[src/rtl/selinv_pkg.sv]
package selinv_pkg;
  typedef enum logic [1:0] {
    ST_IDLE = 2'd0,
    ST_LOOK = 2'd1,
    ST_WAIT = 2'd2
  } selinv_state_e;
endpackage

[src/rtl/selinv_ram.sv]
module selinv_ram #(
  parameter int AW = 4,
  parameter int W  = 8
) (
  input  logic          clk,
  input  logic          we,
  input  logic [AW-1:0] addr,
  input  logic [W-1:0]  wdata,
  output logic [W-1:0]  rdata
);
  localparam int DEPTH = 1 << AW;

  logic [W-1:0] mem [0:DEPTH-1];

  // read-first single port, output registered
  always_ff @(posedge clk) begin
    if (we) mem[addr] <= wdata;
    rdata <= mem[addr];
  end
endmodule

[src/rtl/selinv_status.sv]
module selinv_status #(
  parameter int IDX_W    = 4,
  parameter bit STALE_EN = 1'b0
) (
  input  logic             clk,
  input  logic             rst,
  input  logic [IDX_W-1:0] look_idx,
  output logic             chg_o,
  output logic             clr_o,
  input  logic             fill_en,
  input  logic [IDX_W-1:0] fill_idx,
  input  logic             hit_en,
  input  logic [IDX_W-1:0] hit_idx,
  input  logic             hit_unsafe,
  input  logic             inval_en,
  input  logic             clear_en
);
  localparam int LINES = 1 << IDX_W;

  logic [LINES-1:0] chg;
  logic [LINES-1:0] clr;
  logic [LINES-1:0] inval_val;

  assign chg_o = chg[look_idx];
  assign clr_o = clr[look_idx];

  // bulk operations only occur in idle cycles with no request, so
  // they never coincide with per-word updates
  always_ff @(posedge clk) begin
    if (rst) begin
      chg <= '0;
      clr <= '1;
    end else begin
      if (inval_en) chg <= inval_val;
      if (clear_en) clr <= '1;
      if (hit_en) chg[hit_idx] <= 1'b0;
      if (fill_en) begin
        chg[fill_idx] <= 1'b0;
        clr[fill_idx] <= 1'b0;
      end
    end
  end

  generate
    if (STALE_EN) begin : g_stale
      logic [LINES-1:0] stl;
      always_ff @(posedge clk) begin
        if (rst) begin
          stl <= '1;
        end else begin
          if (inval_en) stl <= '1;
          if (fill_en) stl[fill_idx] <= 1'b0;
          if (hit_en && hit_unsafe) stl[hit_idx] <= 1'b0;
        end
      end
      assign inval_val = stl;
    end else begin : g_plain
      logic unused_hit_kind;
      assign unused_hit_kind = hit_unsafe;
      assign inval_val = '1;
    end
  endgenerate
endmodule

[src/rtl/selinv_cache.sv]
module selinv_cache
  import selinv_pkg::*;
#(
  parameter int ADDR_W   = 12,
  parameter int DATA_W   = 32,
  parameter int IDX_W    = 4,
  parameter bit STALE_EN = 1'b0
) (
  input  logic              clk,
  input  logic              rst,
  input  logic              req_valid,
  output logic              req_ready,
  input  logic              req_write,
  input  logic              req_unsafe,
  input  logic [ADDR_W-1:0] req_addr,
  input  logic [DATA_W-1:0] req_wdata,
  output logic              rsp_valid,
  output logic              rsp_hit,
  output logic [DATA_W-1:0] rsp_rdata,
  input  logic              cmd_inval,
  input  logic              cmd_clear,
  output logic              mem_rd_req,
  output logic [ADDR_W-1:0] mem_rd_addr,
  input  logic              mem_rd_valid,
  input  logic [DATA_W-1:0] mem_rd_data,
  output logic              mem_wr_en,
  output logic [ADDR_W-1:0] mem_wr_addr,
  output logic [DATA_W-1:0] mem_wr_data
);
  localparam int TAG_W = ADDR_W - IDX_W;
  localparam int RAM_W = TAG_W + DATA_W;

  selinv_state_e     state;
  logic [ADDR_W-1:0] r_addr;
  logic              r_unsafe;
  logic              pend_inv;
  logic              pend_clr;

  logic [IDX_W-1:0] req_idx, r_idx;
  logic [TAG_W-1:0] req_tag, r_tag;
  assign req_idx = req_addr[IDX_W-1:0];
  assign req_tag = req_addr[ADDR_W-1:IDX_W];
  assign r_idx   = r_addr[IDX_W-1:0];
  assign r_tag   = r_addr[ADDR_W-1:IDX_W];

  logic idle, refill, do_inv, do_clr, acc, acc_wr;
  assign idle   = (state == ST_IDLE);
  assign refill = (state == ST_WAIT) && mem_rd_valid;
  assign do_inv = idle && (cmd_inval || pend_inv);
  assign do_clr = idle && (cmd_clear || pend_clr);
  assign req_ready = idle && !cmd_inval && !cmd_clear && !pend_inv && !pend_clr;
  assign acc    = req_valid && req_ready;
  assign acc_wr = acc && req_write;

  // line storage: {tag, data}
  logic             ram_we;
  logic [IDX_W-1:0] ram_addr;
  logic [RAM_W-1:0] ram_wdata, ram_q;
  assign ram_we    = acc_wr || refill;
  assign ram_addr  = refill ? r_idx : req_idx;
  assign ram_wdata = refill ? {r_tag, mem_rd_data} : {req_tag, req_wdata};

  selinv_ram #(.AW(IDX_W), .W(RAM_W)) u_ram (
    .clk  (clk),
    .we   (ram_we),
    .addr (ram_addr),
    .wdata(ram_wdata),
    .rdata(ram_q)
  );

  logic chg_bit, clr_bit, look_hit;
  assign look_hit = !clr_bit && (ram_q[RAM_W-1:DATA_W] == r_tag) &&
                    !(r_unsafe && chg_bit);

  selinv_status #(.IDX_W(IDX_W), .STALE_EN(STALE_EN)) u_stat (
    .clk       (clk),
    .rst       (rst),
    .look_idx  (r_idx),
    .chg_o     (chg_bit),
    .clr_o     (clr_bit),
    .fill_en   (acc_wr || refill),
    .fill_idx  (refill ? r_idx : req_idx),
    .hit_en    ((state == ST_LOOK) && look_hit),
    .hit_idx   (r_idx),
    .hit_unsafe(r_unsafe),
    .inval_en  (do_inv),
    .clear_en  (do_clr)
  );

  always_ff @(posedge clk) begin
    if (rst) begin
      state       <= ST_IDLE;
      r_addr      <= '0;
      r_unsafe    <= 1'b0;
      pend_inv    <= 1'b0;
      pend_clr    <= 1'b0;
      rsp_valid   <= 1'b0;
      rsp_hit     <= 1'b0;
      rsp_rdata   <= '0;
      mem_rd_req  <= 1'b0;
      mem_rd_addr <= '0;
      mem_wr_en   <= 1'b0;
      mem_wr_addr <= '0;
      mem_wr_data <= '0;
    end else begin
      rsp_valid  <= 1'b0;
      mem_rd_req <= 1'b0;
      mem_wr_en  <= 1'b0;
      pend_inv   <= idle ? 1'b0 : (pend_inv || cmd_inval);
      pend_clr   <= idle ? 1'b0 : (pend_clr || cmd_clear);
      case (state)
        ST_IDLE: begin
          if (acc) begin
            if (req_write) begin
              mem_wr_en   <= 1'b1;
              mem_wr_addr <= req_addr;
              mem_wr_data <= req_wdata;
            end else begin
              r_addr   <= req_addr;
              r_unsafe <= req_unsafe;
              state    <= ST_LOOK;
            end
          end
        end
        ST_LOOK: begin
          if (look_hit) begin
            rsp_valid <= 1'b1;
            rsp_hit   <= 1'b1;
            rsp_rdata <= ram_q[DATA_W-1:0];
            state     <= ST_IDLE;
          end else begin
            mem_rd_req  <= 1'b1;
            mem_rd_addr <= r_addr;
            state       <= ST_WAIT;
          end
        end
        ST_WAIT: begin
          if (mem_rd_valid) begin
            rsp_valid <= 1'b1;
            rsp_hit   <= 1'b0;
            rsp_rdata <= mem_rd_data;
            state     <= ST_IDLE;
          end
        end
        default: state <= ST_IDLE;
      endcase
    end
  end
endmodule

[config.mk]
export PLATFORM = sky130hd
export DESIGN_NAME = selinv_cache
export DESIGN_NICKNAME = d
export VERILOG_FILES = /design/src/rtl/selinv_pkg.sv /design/src/rtl/selinv_ram.sv /design/src/rtl/selinv_status.sv /design/src/rtl/selinv_cache.sv
export SDC_FILE = /design/constraint.sdc
export NUM_CORES = 1
export LEC_CHECK = 0
export BUFFER_PORTS_ARGS = -buffer_cell sky130_fd_sc_hd__buf_2
export CORE_UTILIZATION = 40
export DETAILED_ROUTE_END_ITERATION = 12
export PLACE_DENSITY = 0.66
export SLEW_MARGIN = 20
export SYNTH_ARGS = -nofsm -noshare
export SYNTH_HDL_FRONTEND = slang
export SYNTH_SLANG_ARGS = --single-unit
[constraint.sdc]
create_clock -name clk -period 11.9 [get_ports clk]
set_input_delay 1.785 -clock clk [delete_from_list [all_inputs] [get_ports clk]]
set_output_delay 1.785 -clock clk [all_outputs]
set_load 0.005 [all_outputs]
==> results by group <==
Global route
  • Largest net degree at the start of global routing: 120
  • Initial antenna violation count: 2
  • First-pass GRT wire length: 120 mm
  • Grt total ovfl: 0
  • Vias in the first global route: 19.1k
  • GRT Total Usage: 0.205

Logic synthesis
  • Seq/Total Area, Yosys: 0.751
  • Post-synthesis instance area: 30400 sq um
  • YS warnings: 0
  • Synth Instances: 2123
  • Synth Register Bits: 821
  • Avg Cell Area, Syn: 14.3 sq um
  • Post-synth cell types: 47
  • Ys flop type: edfxtp_1
  • Synthesized Nets: 2211
  • Ys async rst share: 0
  • EDFF count, synth: 640

Route
  • Via count: 19.2k
  • DR vias/cell: 5.79
  • DRT iter0 DRCs: 2089
  • Post-DR wirelength/cell: 24.3 um
  • Detail Route Antenna Nets: 0
  • Drt drc: 0
  • Drt pass-1 iters: 5
  • Total Wirelength: 80.6 mm

Pwr
  • P per Cell Area: 191 nW/um^2
  • Leakage power: 12.0 nW
  • Worst VDD drop: 0.000113 V

Worst hold path
  • Hold depth: 2
  • Worst Hold Class: register to register
  • WHS Endpoint: mem_wr_addr[0]
  • Hold wc startpoint: mem_wr_addr[0]

Floorplanning
  • Core Footprint: 74800 sq um
  • Die Y: 278 um
  • Overall die width: 278 um
  • Ports: 177
  • Die area: 77100 sq um
  • Starting Density: 0.406
  • Site row count: 100

Clocking
  • Post-CTS Resized: 0
  • Latest clock arrival within the worst-skew pair: 650 ps
  • CTS tree: yes
  • Cts hold-fix bufs: 0
  • CTS Root Cell: clkbuf_16
  • CTS max path bufs: 3
  • Clk sinks: 821
  • H-Tree Depth: 3
  • Clock-pin slew on the worst setup and hold paths: 60 ps
  • Total CTS buffers: 84
  • Setup Buffers After CTS: 0

Placement
  • DP HPWL: 45.0 mm
  • Placed cell areas: 32400 sq um
  • Number of port buffers: 176
  • RePlAce Congestion: 0.800

Critical path
  • Crit path largest cell delay: 780 ps
  • Critical R2R Capture: u_ram.mem[6][31]
  • R2r setup slk: 7050 ps
  • Buf/Inv on CP: 3
  • Setup CP Type: input port to register
  • CP delay by family, top: simple AND/OR/NAND/NOR gates
  • WP data required: 12190 ps
  • Crit. End Element: register
  • CP max FO: 73
  • Slowest stage cell, crit path: nor2_4
  • R2R Path Start: state[0]
  • Arr. time, crit path: 5690 ps
  • CP Cell Sequence: buf_2 > nand2_4 > buf_4 > nand3b_1 > nand2_4 > o21ai_1 > nor2_4 > buf_4
  • Crit start category: input port
  • Worst R2R Path Depth: 9

Final layout
  • Layout Nets: 2360
  • Share of layout cells above drive strength 1: 0.166
  • Commonest cells after routing, fill and taps aside: edfxtp_1 (640), a22oi_1 (322), nand2_1 (213), a21oi_1 (208), dfxtp_1 (181)
  • Final Util: 0.471
  • Design area: 35200 sq um
  • Area growth syn-to-layout: 15.9%
  • Commonest non-fill, non-tap cell in the layout: edfxtp_1

Timing
  • RSZ-0062 raised after global routing: no
  • Worst slew pin tran: 1180 ps
  • Setup TNS: 0 ps
  • Final worst-path cycle share: 0.454
  • Hold_ws: 453 ps
  • Worst clock skew: 23.6 ps
  • Final Hold Fails: 0
  • # setup viols final: 0
  • Final worst path period need: 5410 ps
  • FMAX: 185 MHz
  • Max-slew headroom: 0.214
  • Slew Limit Fails: 0

Flow run
  • Max-cap violation count: 0

Outcome
  • Status: finished, final reports clean
[cell type report]
| class | instances | area (sq um) |
|---|---|---|
| Sequential cell | 821 | 22800 |
| Clock buffer | 117 | 2390 |
| Timing Repair Buffer | 213 | 1180 |
| Fill cell | 6316 | 39600 |
| Antenna cell | 1 | 2.50 |
| Multi-Input combinational cell | 1144 | 7100 |
| Clock inverter | 41 | 478 |
| Inverter | 8 | 30.0 |
| Tap cell | 969 | 1210 |
[power breakdown]
group / switching (mW) / internal (mW)
clock: 1.12 / 1.58
sequential: 0.0597 / 3.24
combinational: 0.484 / 0.247
total: 1.67 / 5.07
[worst max-delay path by stage]
stage,startpoint,end,slack [ps],cells past startpoint
2_1_floorplan,mem_rd_valid,u_ram.mem[0][0],6610,8
3_3_place_gp,mem_rd_valid,u_ram.mem[9][33],5610,8
3_5_place_dp,mem_rd_valid,u_ram.mem[6][3],5580,8
4_1_cts,mem_rd_valid,u_ram.mem[6][31],6220,8
5_1_grt,mem_rd_valid,u_ram.mem[6][31],6260,8
6_report,mem_rd_valid,u_ram.mem[6][31],6490,8
[state kept, by name, indices dropped and copies added (netlist names)]
signal / count
mem_wr_addr: 12
rsp_hit: 1
state: 2
u_ram.mem: 640
mem_rd_req: 1
rsp_rdata: 32
mem_wr_data: 32
mem_wr_en: 1
r_unsafe: 1
rsp_valid: 1
r_addr: 12
pend_inv: 1
u_ram.rdata: 40
u_stat.chg: 16
pend_clr: 1
mem_rd_addr: 12
u_stat.clr: 16
[metal layers]
layer | routed length (um) | track usage | share of wire
met5 | 13 | 0 | 0.00016
met4 | 2110 | 0.0659 | 0.026
met3 | 6910 | 0.0435 | 0.086
met2 | 38200 | 0.329 | 0.47
met1 | 33400 | 0.279 | 0.41
[cell families after synthesis]
kind of cell | Yosys count | share of synthesized area
flops | 821 | 0.751
compound gates | 676 | 0.149
simple gates | 416 | 0.0595
buf+inv | 158 | 0.0224
mux | 40 | 0.0140
xor+xnor | 8 | 0.00230
fa+ha+maj | 4 | 0.00165
[through the flow]
step,power (mW),worst slack (ps),instances
3_3_place_gp,4.07,5610,3154
4_1_cts,6.77,6220,3313
3_5_place_dp,4.09,5580,3155
6_report,6.73,6490,3314
5_1_grt,6.96,6260,3313
2_1_floorplan,3.80,6610,2123
[worst register-to-register path: cells and delay by family (launching register included)]
kind	cells	cell delay, ps
compound gates	1	550
buf+inv	3	1260
flops	1	350
simple gates	4	2050
fa+ha+maj	1	280
[synthesized netlist by cell type, types with 4 or more instances]
library cell  count  share of area
nor2b_1           4        0.00082
xnor2_1           8         0.0023
clkbuf_1         98          0.012
buf_2            31         0.0051
buf_6             6         0.0022
inv_1             8        0.00099
o21bai_1         16         0.0040
a21oi_1         208          0.034
nand3_1           8         0.0013
nor2_1          119          0.015
o21ai_0          36         0.0059
edfxtp_1        640           0.63
dfxtp_1         181           0.12
or4_1            40         0.0099
nand3b_1          5         0.0012
nor3_1            7         0.0012
nand2_1         216          0.027
o22ai_1          32         0.0066
a2111oi_0        16         0.0046
nand2b_1          4        0.00082
mux2i_1          37          0.012
ha_1              4         0.0016
a22o_1           33         0.0095
a22oi_1         322          0.080
buf_1            14         0.0017
Note: power is estimated with default switching activity, not from simulation.
